`config.mk`:
```
export PLATFORM = sky130hd
export DESIGN_NAME = panel_cfg_master
export DESIGN_NICKNAME = d
export VERILOG_FILES = /design/src/rtl/pcfg_pkg.sv /design/src/rtl/pcfg_timer.sv /design/src/rtl/pcfg_shift.sv /design/src/rtl/panel_cfg_master.sv
export SDC_FILE = /design/constraint.sdc
export NUM_CORES = 1
export LEC_CHECK = 0
export BUFFER_PORTS_ARGS = -buffer_cell sky130_fd_sc_hd__clkbuf_2
export CAP_MARGIN = 20
export CELL_PAD_IN_SITES_DETAIL_PLACEMENT = 0
export CELL_PAD_IN_SITES_GLOBAL_PLACEMENT = 1
export CORE_MARGIN = 2
export CORE_UTILIZATION = 43
export DETAILED_ROUTE_END_ITERATION = 7
export GPL_ROUTABILITY_DRIVEN = 0
export PLACE_DENSITY = 0.84
export SLEW_MARGIN = 10
export SYNTH_ARGS = -nofsm -noshare
export SYNTH_HDL_FRONTEND = slang
export SYNTH_SLANG_ARGS = --single-unit
export TNS_END_PERCENT = 20
```
`constraint.sdc`:
```
create_clock -name clk -period 3 [get_ports clk]
set_input_delay 0.3 -clock clk [delete_from_list [all_inputs] [get_ports clk]]
set_output_delay 0.3 -clock clk [all_outputs]
set_load 0.01 [all_outputs]
```
`src/rtl/pcfg_pkg.sv`:
```
package pcfg_pkg;

  typedef enum logic [2:0] {
    PH_IDLE,
    PH_LEAD,
    PH_HIGH,
    PH_LOW,
    PH_TAIL,
    PH_GAP
  } phase_t;

  // nanoseconds to whole system cycles, rounded up, never zero
  function automatic int unsigned ns_to_cyc(input int unsigned ns, input int unsigned clk_ps);
    int unsigned c;
    c = (ns * 1000 + clk_ps - 1) / clk_ps;
    return (c == 0) ? 1 : c;
  endfunction

  function automatic int unsigned max2(input int unsigned a, input int unsigned b);
    return (a > b) ? a : b;
  endfunction

endpackage

```
`src/rtl/pcfg_timer.sv`:
```
module pcfg_timer #(
  parameter int unsigned W = 8
) (
  input  logic         clk,
  input  logic         rst,
  input  logic         load,
  input  logic [W-1:0] load_val,
  output logic         expired
);

  logic [W-1:0] cnt;

  always_ff @(posedge clk) begin
    if (rst) begin
      cnt <= '0;
    end else if (load) begin
      cnt <= load_val;
    end else if (cnt != '0) begin
      cnt <= cnt - 1'b1;
    end
  end

  assign expired = (cnt == '0);


  timer_no_wrap_chk: assert property (@(posedge clk) disable iff (rst)
    (!load && cnt == '0) |=> (cnt == '0));

endmodule

```
`src/rtl/pcfg_shift.sv`:
```
module pcfg_shift #(
  parameter int unsigned FRAME_W = 16,
  parameter int unsigned DATA_W  = 8
) (
  input  logic               clk,
  input  logic               rst,
  input  logic               load,
  input  logic [FRAME_W-1:0] load_word,
  input  logic               tx_adv,
  input  logic               rx_cap,
  input  logic               rx_bit,
  output logic               tx_msb,
  output logic [DATA_W-1:0]  rx_byte
);

  logic [FRAME_W-1:0] tx_q;
  logic [DATA_W-1:0]  rx_q;

  always_ff @(posedge clk) begin
    if (rst) begin
      tx_q <= '0;
    end else if (load) begin
      tx_q <= load_word;
    end else if (tx_adv) begin
      tx_q <= {tx_q[FRAME_W-2:0], 1'b0};
    end
  end

  always_ff @(posedge clk) begin
    if (rst) begin
      rx_q <= '0;
    end else if (load) begin
      rx_q <= '0;
    end else if (rx_cap) begin
      rx_q <= {rx_q[DATA_W-2:0], rx_bit};
    end
  end

  assign tx_msb  = tx_q[FRAME_W-1];
  assign rx_byte = rx_q;


  rx_shift_chk: assert property (@(posedge clk) disable iff (rst)
    (rx_cap && !load) |=> (rx_q[0] == $past(rx_bit)));

endmodule

```
`src/rtl/panel_cfg_master.sv`:
```
module panel_cfg_master #(
  parameter int unsigned CLK_PS   = 5000,
  parameter int unsigned PULSE_NS = 160,
  parameter int unsigned SETUP_NS = 150,
  parameter int unsigned HOLD_NS  = 150,
  parameter int unsigned GAP_NS   = 1000,
  parameter int unsigned ADDR_W   = 6,
  parameter int unsigned DATA_W   = 8
) (
  input  logic              clk,
  input  logic              rst,
  input  logic              req_valid,
  output logic              req_ready,
  input  logic              req_read,
  input  logic [ADDR_W-1:0] req_addr,
  input  logic [DATA_W-1:0] req_wdata,
  output logic              done,
  output logic [DATA_W-1:0] rdata,
  output logic              cs_n,
  output logic              sclk,
  output logic              sda_out,
  output logic              sda_oe,
  input  logic              sda_in
);
  import pcfg_pkg::*;

  localparam int unsigned FRAME_W = ADDR_W + 2 + DATA_W;
  localparam int unsigned HALF_C  = max2(ns_to_cyc(PULSE_NS, CLK_PS),
                                         max2(ns_to_cyc(SETUP_NS, CLK_PS),
                                              ns_to_cyc(HOLD_NS, CLK_PS)));
  localparam int unsigned GAP_C   = ns_to_cyc(GAP_NS, CLK_PS);
  localparam int unsigned CNT_W   = $clog2(max2(HALF_C, GAP_C) + 1);
  localparam int unsigned IDX_W   = $clog2(FRAME_W);
  localparam logic [IDX_W-1:0] LAST_IDX = IDX_W'(FRAME_W - 1);
  localparam logic [IDX_W-1:0] TURN_IDX = IDX_W'(ADDR_W + 1);
  localparam logic [CNT_W-1:0] HALF_LD  = CNT_W'(HALF_C - 1);
  localparam logic [CNT_W-1:0] GAP_LD   = CNT_W'(GAP_C - 1);

  phase_t           phase;
  logic [IDX_W-1:0] bit_idx;
  logic             is_read_q;
  logic             cs_n_q, sclk_q, oe_q, ready_q, done_q;
  logic [DATA_W-1:0] rdata_q;

  logic             accept;
  logic             tmr_load, tmr_exp;
  logic [CNT_W-1:0] tmr_val;
  logic             tx_adv, rx_cap, tx_msb;
  logic [FRAME_W-1:0] frame_word;
  logic [DATA_W-1:0]  rx_byte;

  assign accept = (phase == PH_IDLE) && ready_q && req_valid;

  // frame image: address, then direction field, then payload or idle zeros
  always_comb begin
    if (req_read) begin
      frame_word = {req_addr, 1'b1, {(DATA_W + 1){1'b0}}};
    end else begin
      frame_word = {req_addr, 2'b00, req_wdata};
    end
  end

  always_comb begin
    tmr_load = 1'b0;
    tmr_val  = HALF_LD;
    tx_adv   = 1'b0;
    rx_cap   = 1'b0;
    unique case (phase)
      PH_IDLE: tmr_load = accept;
      PH_LEAD, PH_LOW: begin
        tmr_load = tmr_exp;
        rx_cap   = tmr_exp && is_read_q && (bit_idx > TURN_IDX);
      end
      PH_HIGH: begin
        tmr_load = tmr_exp;
        tx_adv   = tmr_exp && (bit_idx != LAST_IDX);
      end
      PH_TAIL: begin
        tmr_load = tmr_exp;
        tmr_val  = GAP_LD;
      end
      default: tmr_load = 1'b0;
    endcase
  end

  pcfg_timer #(.W(CNT_W)) i_timer (
    .clk      (clk),
    .rst      (rst),
    .load     (tmr_load),
    .load_val (tmr_val),
    .expired  (tmr_exp)
  );

  pcfg_shift #(.FRAME_W(FRAME_W), .DATA_W(DATA_W)) i_shift (
    .clk       (clk),
    .rst       (rst),
    .load      (accept),
    .load_word (frame_word),
    .tx_adv    (tx_adv),
    .rx_cap    (rx_cap),
    .rx_bit    (sda_in),
    .tx_msb    (tx_msb),
    .rx_byte   (rx_byte)
  );

  always_ff @(posedge clk) begin
    if (rst) begin
      phase     <= PH_IDLE;
      bit_idx   <= '0;
      is_read_q <= 1'b0;
      cs_n_q    <= 1'b1;
      sclk_q    <= 1'b0;
      oe_q      <= 1'b0;
      ready_q   <= 1'b1;
      done_q    <= 1'b0;
      rdata_q   <= '0;
    end else begin
      done_q <= 1'b0;
      unique case (phase)
        PH_IDLE: begin
          if (accept) begin
            phase     <= PH_LEAD;
            bit_idx   <= '0;
            is_read_q <= req_read;
            cs_n_q    <= 1'b0;
            oe_q      <= 1'b1;
            ready_q   <= 1'b0;
          end
        end
        PH_LEAD, PH_LOW: begin
          if (tmr_exp) begin
            phase  <= PH_HIGH;
            sclk_q <= 1'b1;
          end
        end
        PH_HIGH: begin
          if (tmr_exp) begin
            sclk_q <= 1'b0;
            if (bit_idx == LAST_IDX) begin
              phase <= PH_TAIL;
            end else begin
              phase   <= PH_LOW;
              bit_idx <= bit_idx + 1'b1;
              if (is_read_q && (bit_idx + 1'b1 == TURN_IDX)) begin
                oe_q <= 1'b0;
              end
            end
          end
        end
        PH_TAIL: begin
          if (tmr_exp) begin
            phase   <= PH_GAP;
            cs_n_q  <= 1'b1;
            oe_q    <= 1'b0;
            done_q  <= 1'b1;
            rdata_q <= rx_byte;
          end
        end
        PH_GAP: begin
          if (tmr_exp) begin
            phase   <= PH_IDLE;
            ready_q <= 1'b1;
          end
        end
        default: phase <= PH_IDLE;
      endcase
    end
  end

  assign req_ready = ready_q;
  assign done      = done_q;
  assign rdata     = rdata_q;
  assign cs_n      = cs_n_q;
  assign sclk      = sclk_q;
  assign sda_out   = tx_msb;
  assign sda_oe    = oe_q;


  sda_hold_chk: assert property (@(posedge clk) disable iff (rst)
    (sclk_q && $past(sclk_q)) |-> ($stable(sda_out) && $stable(oe_q)));


  clk_idle_low_chk: assert property (@(posedge clk) disable iff (rst)
    cs_n_q |-> !sclk_q);


  busy_not_ready_chk: assert property (@(posedge clk) disable iff (rst)
    (phase != PH_IDLE) |-> !ready_q);


  done_pulse_chk: assert property (@(posedge clk) disable iff (rst)
    done_q |=> !done_q);


  turnaround_release_chk: assert property (@(posedge clk) disable iff (rst)
    (is_read_q && sclk_q && (bit_idx >= TURN_IDX)) |-> !oe_q);


  gap_start_chk: assert property (@(posedge clk) disable iff (rst)
    $rose(cs_n_q) |-> !ready_q);

endmodule

```
==> key figures, run 1 <==
Timing
  • Fin Clk Skew: 4.22 ps
  • Max frequency: 427 MHz
  • Worst slew pin tran: 921 ps
  • Final WS setup: 661 ps
  • Fin crit share: 0.780
  • Setup_tns: 0 ps
  • Slew Limit Fails: 0
  • RSZ-0062 raised after global routing: false
  • WHS: 232 ps
  • Minimum clock period: 2340 ps
  • Slew Limit Headroom: 0.386
  • Setup violations, final: 0
  • Hold Fails Final Rpt: 0

Clock tree
  • H-tree depth: 2
  • Setup bufs post-CTS: 0
  • Clk_lat worst skew: 300 ps
  • CTS root buffer: clkbuf_8
  • CTS Buf Count: 5
  • Clk sinks: 53
  • TritonCTS clock tree: built
  • Clk buf depth: 2
  • Worst-path clk slew: 90 ps
  • Post-cts hold buffer count: 0
  • # resized after CTS: 0

Floorplan
  • Core area: 5440 sq um
  • Initial Utilization: 0.440
  • # rows: 27
  • Die ar.: 6180 sq um
  • Die Height: 78.6 um
  • I/O Pins: 33
  • Die Width: 78.6 um

Yosys
  • Compound-gate portion of the synthesized area: 0.172
  • Mean post-synth cell area: 8.80 sq um
  • Number of synthesized flops with an enable pin: 0
  • Sequential share of the synthesized area: 0.444
  • Post-synthesis mux area share: 0.0921
  • Primary FF master, synth: dfxtp_1
  • Xor and xnor area share after synthesis: 0.0146
  • Post-synth ARST share: 0
  • Post-synth cell types: 44
  • Largest family of logic cells by synthesized area: simple AND/OR/NAND/NOR gates
  • Post-Synth Simple-Gate Area: 0.214
  • Synthesized area: 2390 sq um
  • Seq cells post-synth: 53
  • Syn nets: 295
  • Area share of fa/ha/maj cells after synthesis: 0.0209
  • Mapped Cells: 272
  • Ys Warns: 0

Drt
  • Vias: 2003
  • DRT Wirelength: 5030 um
  • Final antenna-violating net count: 0
  • First-pass iteration count of the detailed router: 4
  • Routed WL per cell: 13.7 um
  • DRC violation count after routing: 0
  • DR vias/cell: 5.44
  • Initial DRC Count: 150

Critical path
  • Crit path max-delay family: simple AND/OR/NAND/NOR gates
  • Req. time, crit path: 3210 ps
  • Crit-path cells: inv_1 -> ha_1 -> or4b_4 -> or4_1 -> buf_4 -> mux2i_1 -> a211oi_1
  • CP startpoint kind: flip-flop
  • CP Class: flip-flop to flip-flop
  • WP buf/inv: 2
  • CP peak stage delay: 530 ps
  • Crit Path Max Fanout: 20
  • CP max stage cell: or4_1
  • Critical path arrival: 2550 ps
  • CP endpoint kind: flip-flop

Job
  • Max-cap violation count: 0

Placement
  • Port Buf Inserts: 32
  • Placed cell count: 361
  • HPWL Detailed: 3320 um
  • Place WS: 683 ps

Power
  • Worst vdd ir: 0.000411 V
  • Lkg Pwr: 1.18 nW
  • Power Dens Cells: 707 nW/um^2
  • Total chip power: 1.90 mW

Cells and area
  • Area Overhead vs Synth: 12.1%
  • Non-Filler Instances: 368
  • Final nets: 319
  • Reg area: 1060 sq um
  • Share of cells above drive strength 1: 0.166
  • Multi-input gate area: 1230 sq um
  • Final antenna diode count: 0
  • Fillers: 563

Global route
  • Vias in the first global route: 1847
  • First-pass GRT wire length: 8580 um
  • Initial antenna violation count: 0
  • GRT Resource Usage Total: 0.172
  • GR Overflow Total: 0
  • Largest net degree at the start of global routing: 46

Run status
  • Status: complete, no violations

Hold path
  • Min-Delay Path Class: input port to flip-flop
-- worst paths after layout --
path	startpoint	end	slack [ps]	cells past startpoint
setup / recovery	i_timer.cnt[1]$_SDFFE_PP0P_	i_shift.tx_q[3]$_SDFFE_PP0P_	660	7
hold / removal	sda_in	i_shift.rx_byte[0]$_SDFFE_PP0P_	230	3
setup reg to reg	i_timer.cnt[1]$_SDFFE_PP0P_	i_shift.tx_q[3]$_SDFFE_PP0P_	660	7
hold reg to reg	i_shift.tx_q[8]$_SDFFE_PP0P_	i_shift.tx_q[8]$_SDFFE_PP0P_	460	2
-- registers in the layout, summed over array words and instances, names as in the netlist --
| name | count |
|---|---|
| i_timer.cnt | 8 |
| req_ready | 1 |
| sclk | 1 |
| is_read_q | 1 |
| phase | 3 |
| rdata | 8 |
| cs_n | 1 |
| done | 1 |
| i_shift.tx_q | 16 |
| i_shift.rx_byte | 8 |
| bit_idx | 4 |
| sda_oe | 1 |
-- layout by cell type, fill, tap and decap left out, drive strengths merged, types with 2 or more instances in the layout --
cell	Yosys	final
nand3b	2	2
nand2	30	30
a311oi	10	10
dfxtp	53	53
a211oi	9	9
or3b	2	2
a21o	2	2
buf	6	4
o21ai	7	7
or4	2	2
nor4	3	3
nand4	4	4
o31ai	3	3
nand3	11	11
xnor2	2	2
mux2i	22	22
nor3	6	6
xor2	2	2
nand2b	2	2
ha	4	4
inv	6	6
a221oi	2	2
nor2	32	32
a21oi	21	21
clkbuf	13	38
-- stage by stage --
step	util	area [sq um]
4_1_cts	0.493	2680
6_report	0.493	2680
2_1_floorplan	-	2390
3_3_place_gp	0.476	2590
3_5_place_dp	0.476	2590
5_1_grt	0.493	2680
-- worst reg2reg max path: cells and delay by family, from the launching register on --
kind,cells,cell delay [ps]
flip-flops,1,360
AO/OA/AOI/OAI,1,240
adder cells (fa/ha/maj),1,160
buffers and inverters,2,320
multiplexers,1,140
AND/OR/NAND/NOR,2,1030
-- cell families after synthesis --
group,Yosys count
buffers and inverters,25
adder cells (fa/ha/maj),4
XOR/XNOR,4
AND/OR/NAND/NOR,103
AO/OA/AOI/OAI,61
flip-flops,53
multiplexers,22
-- report_power, final --
part	total, mW	switching (mW)	internal, mW
logic	0.579	0.338	0.242
clock network	0.413	0.230	0.183
registers	0.903	0.100	0.803
total	1.90	0.668	1.23
-- cells in the mapped netlist (all sizes together), types with 3 or more instances --
| cell type | number | area [sq um] |
|---|---|---|
| o21ai | 7 | 35.0 |
| dfxtp | 53 | 1060 |
| nor4 | 3 | 25.0 |
| nand3 | 11 | 55.1 |
| mux2i | 22 | 220 |
| a211oi | 9 | 67.6 |
| a21oi | 21 | 105 |
| clkbuf | 13 | 48.8 |
| nor3 | 6 | 30.0 |
| buf | 6 | 32.5 |
| inv | 6 | 22.5 |
| nand4 | 4 | 25.0 |
| a311oi | 10 | 87.6 |
| nand2 | 30 | 113 |
| ha | 4 | 50.1 |
| nor2 | 32 | 120 |
| o31ai | 3 | 22.5 |
-- layer usage --
layer,vias to the layer above,wire [um],track usage
met4,0,45,0.0421
met3,7,156,0.0506
met5,-,0,0
met2,24,2290,0.275
met1,947,2540,0.228
li1,1025,-,-
-- final cells by class --
| class | instances | area share |
|---|---|---|
| multi-input cells | 194 | 0.458 |
| inverters | 6 | 0.00840 |
| flip-flops and latches | 53 | 0.396 |
| repair buffers | 36 | 0.0709 |
| well taps | 72 | 0.0336 |
| clock buffers | 6 | 0.0308 |
| clock inverters | 1 | 0.00280 |
(Power assumes the default switching activity.)
==> run 2: changes to the inputs <==
- ABC_AREA: not set -> 1
- CORE_UTILIZATION: 43 -> 41
- clock period: 3 -> 2.2 ns (I/O delays scaled with it)
==> run 2 against run 1 <==
  * Sequential share of layout area down 2.1 points
  * Die area rose by 9.4%
  * Total power up 78%
  * Final area is 5.6% higher
  * Critical path type unchanged
  * Largest power group is now combinational cells
==> key figures, run 2 <==
Yosys
  • Largest family of logic cells by synthesized area: simple AND/OR/NAND/NOR gates
  • Synth top area cells: dfxtp_1 42%, nand2_1 19%, o21ai_0 5.8%
  • Ys Warns: 0 (unchanged)
  • Post-synthesis mux area share: 0 (-0.0921)
  • Post-Synth Simple-Gate Area: 0.321 (+0.107)
  • Xor and xnor area share after synthesis: 0.0210 (+0.00631)
  • Number of synthesized flops with an enable pin: 0 (unchanged)
  • Synthesized area: 2510 sq um (+4.8%)
  • Seq cells post-synth: 53 (unchanged)
  • Compound-gate portion of the synthesized area: 0.124 (-0.0473)
  • Post-synth ARST share: 0 (unchanged)
  • Post-synth cell types: 29 (-34%)
  • Mapped Cells: 358 (+32%)
  • Primary FF master, synth: dfxtp_1
  • Count leader, synth: nand2_1
  • Area share of the largest cell type after synthesis: 0.423 (-0.0204)
  • Area share of fa/ha/maj cells after synthesis: 0.0200 (-0.000960)
  • Mean post-synth cell area: 7.00 sq um (-20%)
  • Sequential share of the synthesized area: 0.423 (-0.0204)
  • Area leader, netlist: dfxtp_1
  • Most frequent cells after synthesis: 126 x nand2_1, 53 x dfxtp_1, 38 x nor2_1
  • Syn nets: 381 (+29%)

Timing
  • Slew Limit Headroom: 0.756 (+0.370)
  • Slew Limit Fails: 0 (unchanged)
  • Minimum clock period: 1740 ps (-595 ps)
  • Setup_tns: 0 ps (unchanged)
  • Fin Clk Skew: 6.47 ps (+2.25 ps)
  • Max frequency: 573 MHz (+34%)
  • RSZ-0062 raised after global routing: false
  • Worst slew pin tran: 365 ps (-556 ps)
  • Hold Fails Final Rpt: 0 (unchanged)
  • Setup violations, final: 0 (unchanged)
  • Fin crit share: 0.793 (+0.0129)

Clock tree
  • TritonCTS clock tree: built
  • H-tree depth: 2 (unchanged)
  • Clk buf depth: 2 (unchanged)
  • CTS Buf Count: 5 (unchanged)
  • Setup bufs post-CTS: 0 (unchanged)
  • Post-cts hold buffer count: 0 (unchanged)
  • Clk sinks: 53 (unchanged)
  • Worst-path clk slew: 100 ps (about the same)
  • Clk_lat worst skew: 300 ps (about the same)
  • # resized after CTS: 0 (unchanged)
  • CTS root buffer: clkbuf_8

Drt
  • Routed met1 length: 2590 um (+2.1%)
  • DRC violation count after routing: 0 (unchanged)
  • Initial DRC Count: 78 (-48%)
  • Max Used Layer: met4
  • Routed WL per cell: 11.1 um (-19%)
  • DRT Wirelength: 5210 um (+3.5%)
  • DR vias/cell: 4.70 (-14%)
  • Final antenna-violating net count: 0 (unchanged)
  • Vias: 2201 (+9.9%)
  • WL met3: 166 um (+6.4%)
  • First-pass iteration count of the detailed router: 4 (unchanged)
  • Routed wire length on met2: 2400 um (+5.0%)

Job
  • Max-cap violation count: 0 (unchanged)

Run status
  • Status: complete, no violations

Power
  • Total chip power: 3.37 mW (+78%)
  • Switching fraction of total power: 0.415 (+0.0625)
  • Combinational power share: 0.416 (+0.110)
  • Internal power: 1.97 mW (+61%)
  • Worst vdd ir: 0.000600 V (+46%)
  • Net Switching: 1.40 mW (+110%)
  • Power Dens Cells: 1190 nW/um^2 (+69%)
  • Sequential share of power: 0.387 (-0.089)
  • Lkg Pwr: 1.37 nW (+16%)
  • Clock share of power: 0.197 (-0.021)

Cells and area
  • Reg area: 1060 sq um (unchanged)
  • Most common cell after layout, fill and taps aside: nand2_1
  • Most frequent cells in the layout: 126 x nand2_1, 53 x dfxtp_1, 38 x nor2_1, 32 x inv_1, 32 x clkbuf_2
  • Final antenna diode count: 0 (unchanged)
  • Biggest register: i_shift.tx_q
  • Fillers: 622 (+10%)
  • Largest register FFs: 16 (unchanged)
  • Area Overhead vs Synth: 12.9%
  • Final nets: 415 (+30%)
  • Share of cells above drive strength 1: 0.163 (-0.00269)
  • Multi-input gate area: 1220 sq um (-0.61%)

Critical path
  • CP startpoint kind: flip-flop
  • CP endpoint kind: flip-flop
  • Req. time, crit path: 2400 ps (-810 ps)
  • Worst reg2reg path depth: 9 (+2)
  • Critical path arrival: 1940 ps (-610 ps)
  • Crit Path Max Fanout: 18 (-10%)
  • CP Class: flip-flop to flip-flop

Global route
  • First-pass GRT wire length: 8870 um (+3.5%)
  • Largest net degree at the start of global routing: 19 (-59%)
  • Vias in the first global route: 2010 (+8.8%)
  • GR Overflow Total: 0 (unchanged)
  • GRT Resource Usage Total: 0.167 (-0.00534)
  • Initial antenna violation count: 0 (unchanged)

Floorplan
  • I/O Pins: 33 (unchanged)
  • Die Height: 82.2 um (+4.6%)
  • Die Width: 82.2 um (+4.6%)
  • Die ar.: 6760 sq um (+9.4%)
  • Initial Utilization: 0.423 (-0.0163)
  • # rows: 28 (+3.7%)
  • Core area: 5920 sq um (+8.9%)

Placement
  • HPWL Detailed: 3800 um (+14%)
  • Port Buf Inserts: 32 (unchanged)

Hold path
  • Min-Delay Path Class: input port to flip-flop
  • Hold depth: 3 (unchanged)
-- run 2: cell count changes after synthesis, sizes merged, moves of 3 or more --
| cell | change |
|---|---|
| nand2 | +98 |
| inv | +30 |
| o21ai | +24 |
| mux2i | -22 |
| a311oi | -10 |
| nor2 | +10 |
| a211oi | -9 |
| clkbuf | -9 |
| a21oi | +8 |
| nor3 | -5 |
| nor4 | -3 |
| o31ai | -3 |
| xor2 | +3 |
-- run 2: critical path, cell delays in order (launching register included) --
cell and delay (ps):
dfxtp_1 320, inv_1 90, ha_1 160, nand2_1 70, nor2_2 300, nand3_2 150, nand2_2 170, inv_2 170
a21oi_1 160, nor2_1 50
-- run 2: worst paths after layout --
path	slack [ps]	start	to
worst max-delay path	460	i_timer.cnt[1]$_SDFFE_PP0P_	bit_idx[0]$_SDFFE_PP0P_
worst min-delay path	140	req_wdata[0]	i_shift.tx_q[0]$_SDFFE_PP0P_
worst max register to register	460	i_timer.cnt[1]$_SDFFE_PP0P_	bit_idx[0]$_SDFFE_PP0P_
worst min register to register	460	rdata[0]$_SDFFE_PP0P_	rdata[0]$_SDFFE_PP0P_
-- run 2: layout make-up --
| cell class | count | share of cell area |
|---|---|---|
| clock inverter | 3 | 0.0163 |
| sequential | 53 | 0.375 |
| tap | 75 | 0.0331 |
| inverter | 37 | 0.0508 |
| clock buffer | 5 | 0.0243 |
| timing repair buffer | 37 | 0.0698 |
| multi-input combinational | 258 | 0.431 |
-- run 2: metal layers --
metal  GRT usage  vias up
li1            -     1190
met1       0.215      975
met2       0.285       32
met3      0.0304        4
met4      0.0450        0
met5           0        -
-- run 2: cells by family after synthesis --
family	count (synthesis)
AND/OR/NAND/NOR	188
flip-flops	53
adder cells (fa/ha/maj)	4
AO/OA/AOI/OAI	60
XOR/XNOR	6
buffers and inverters	47
-- run 2: metrics by stage --
stage | hold WS, ps | worst slack (ps) | utilization | area, sq um | instances
floorplan | 355 | 800 | - | 2510 | 358
global placement | 441 | 534 | 0.459 | 2720 | 460
detailed placement | 445 | 443 | 0.459 | 2720 | 460
CTS | 139 | 427 | 0.478 | 2830 | 468
global route | 160 | 226 | 0.478 | 2830 | 468
finish | 143 | 456 | 0.478 | 2830 | 468
-- run 2: power by group through the flow --
stage / combinational (mW) / sequential (mW) / clock (mW)
2_1_floorplan: 1.16 / 1.31 / 0
3_3_place_gp: 1.40 / 1.33 / 0
3_5_place_dp: 1.41 / 1.33 / 0
4_1_cts: 1.42 / 1.31 / 0.686
5_1_grt: 1.62 / 1.34 / 0.717
6_report: 1.40 / 1.31 / 0.666
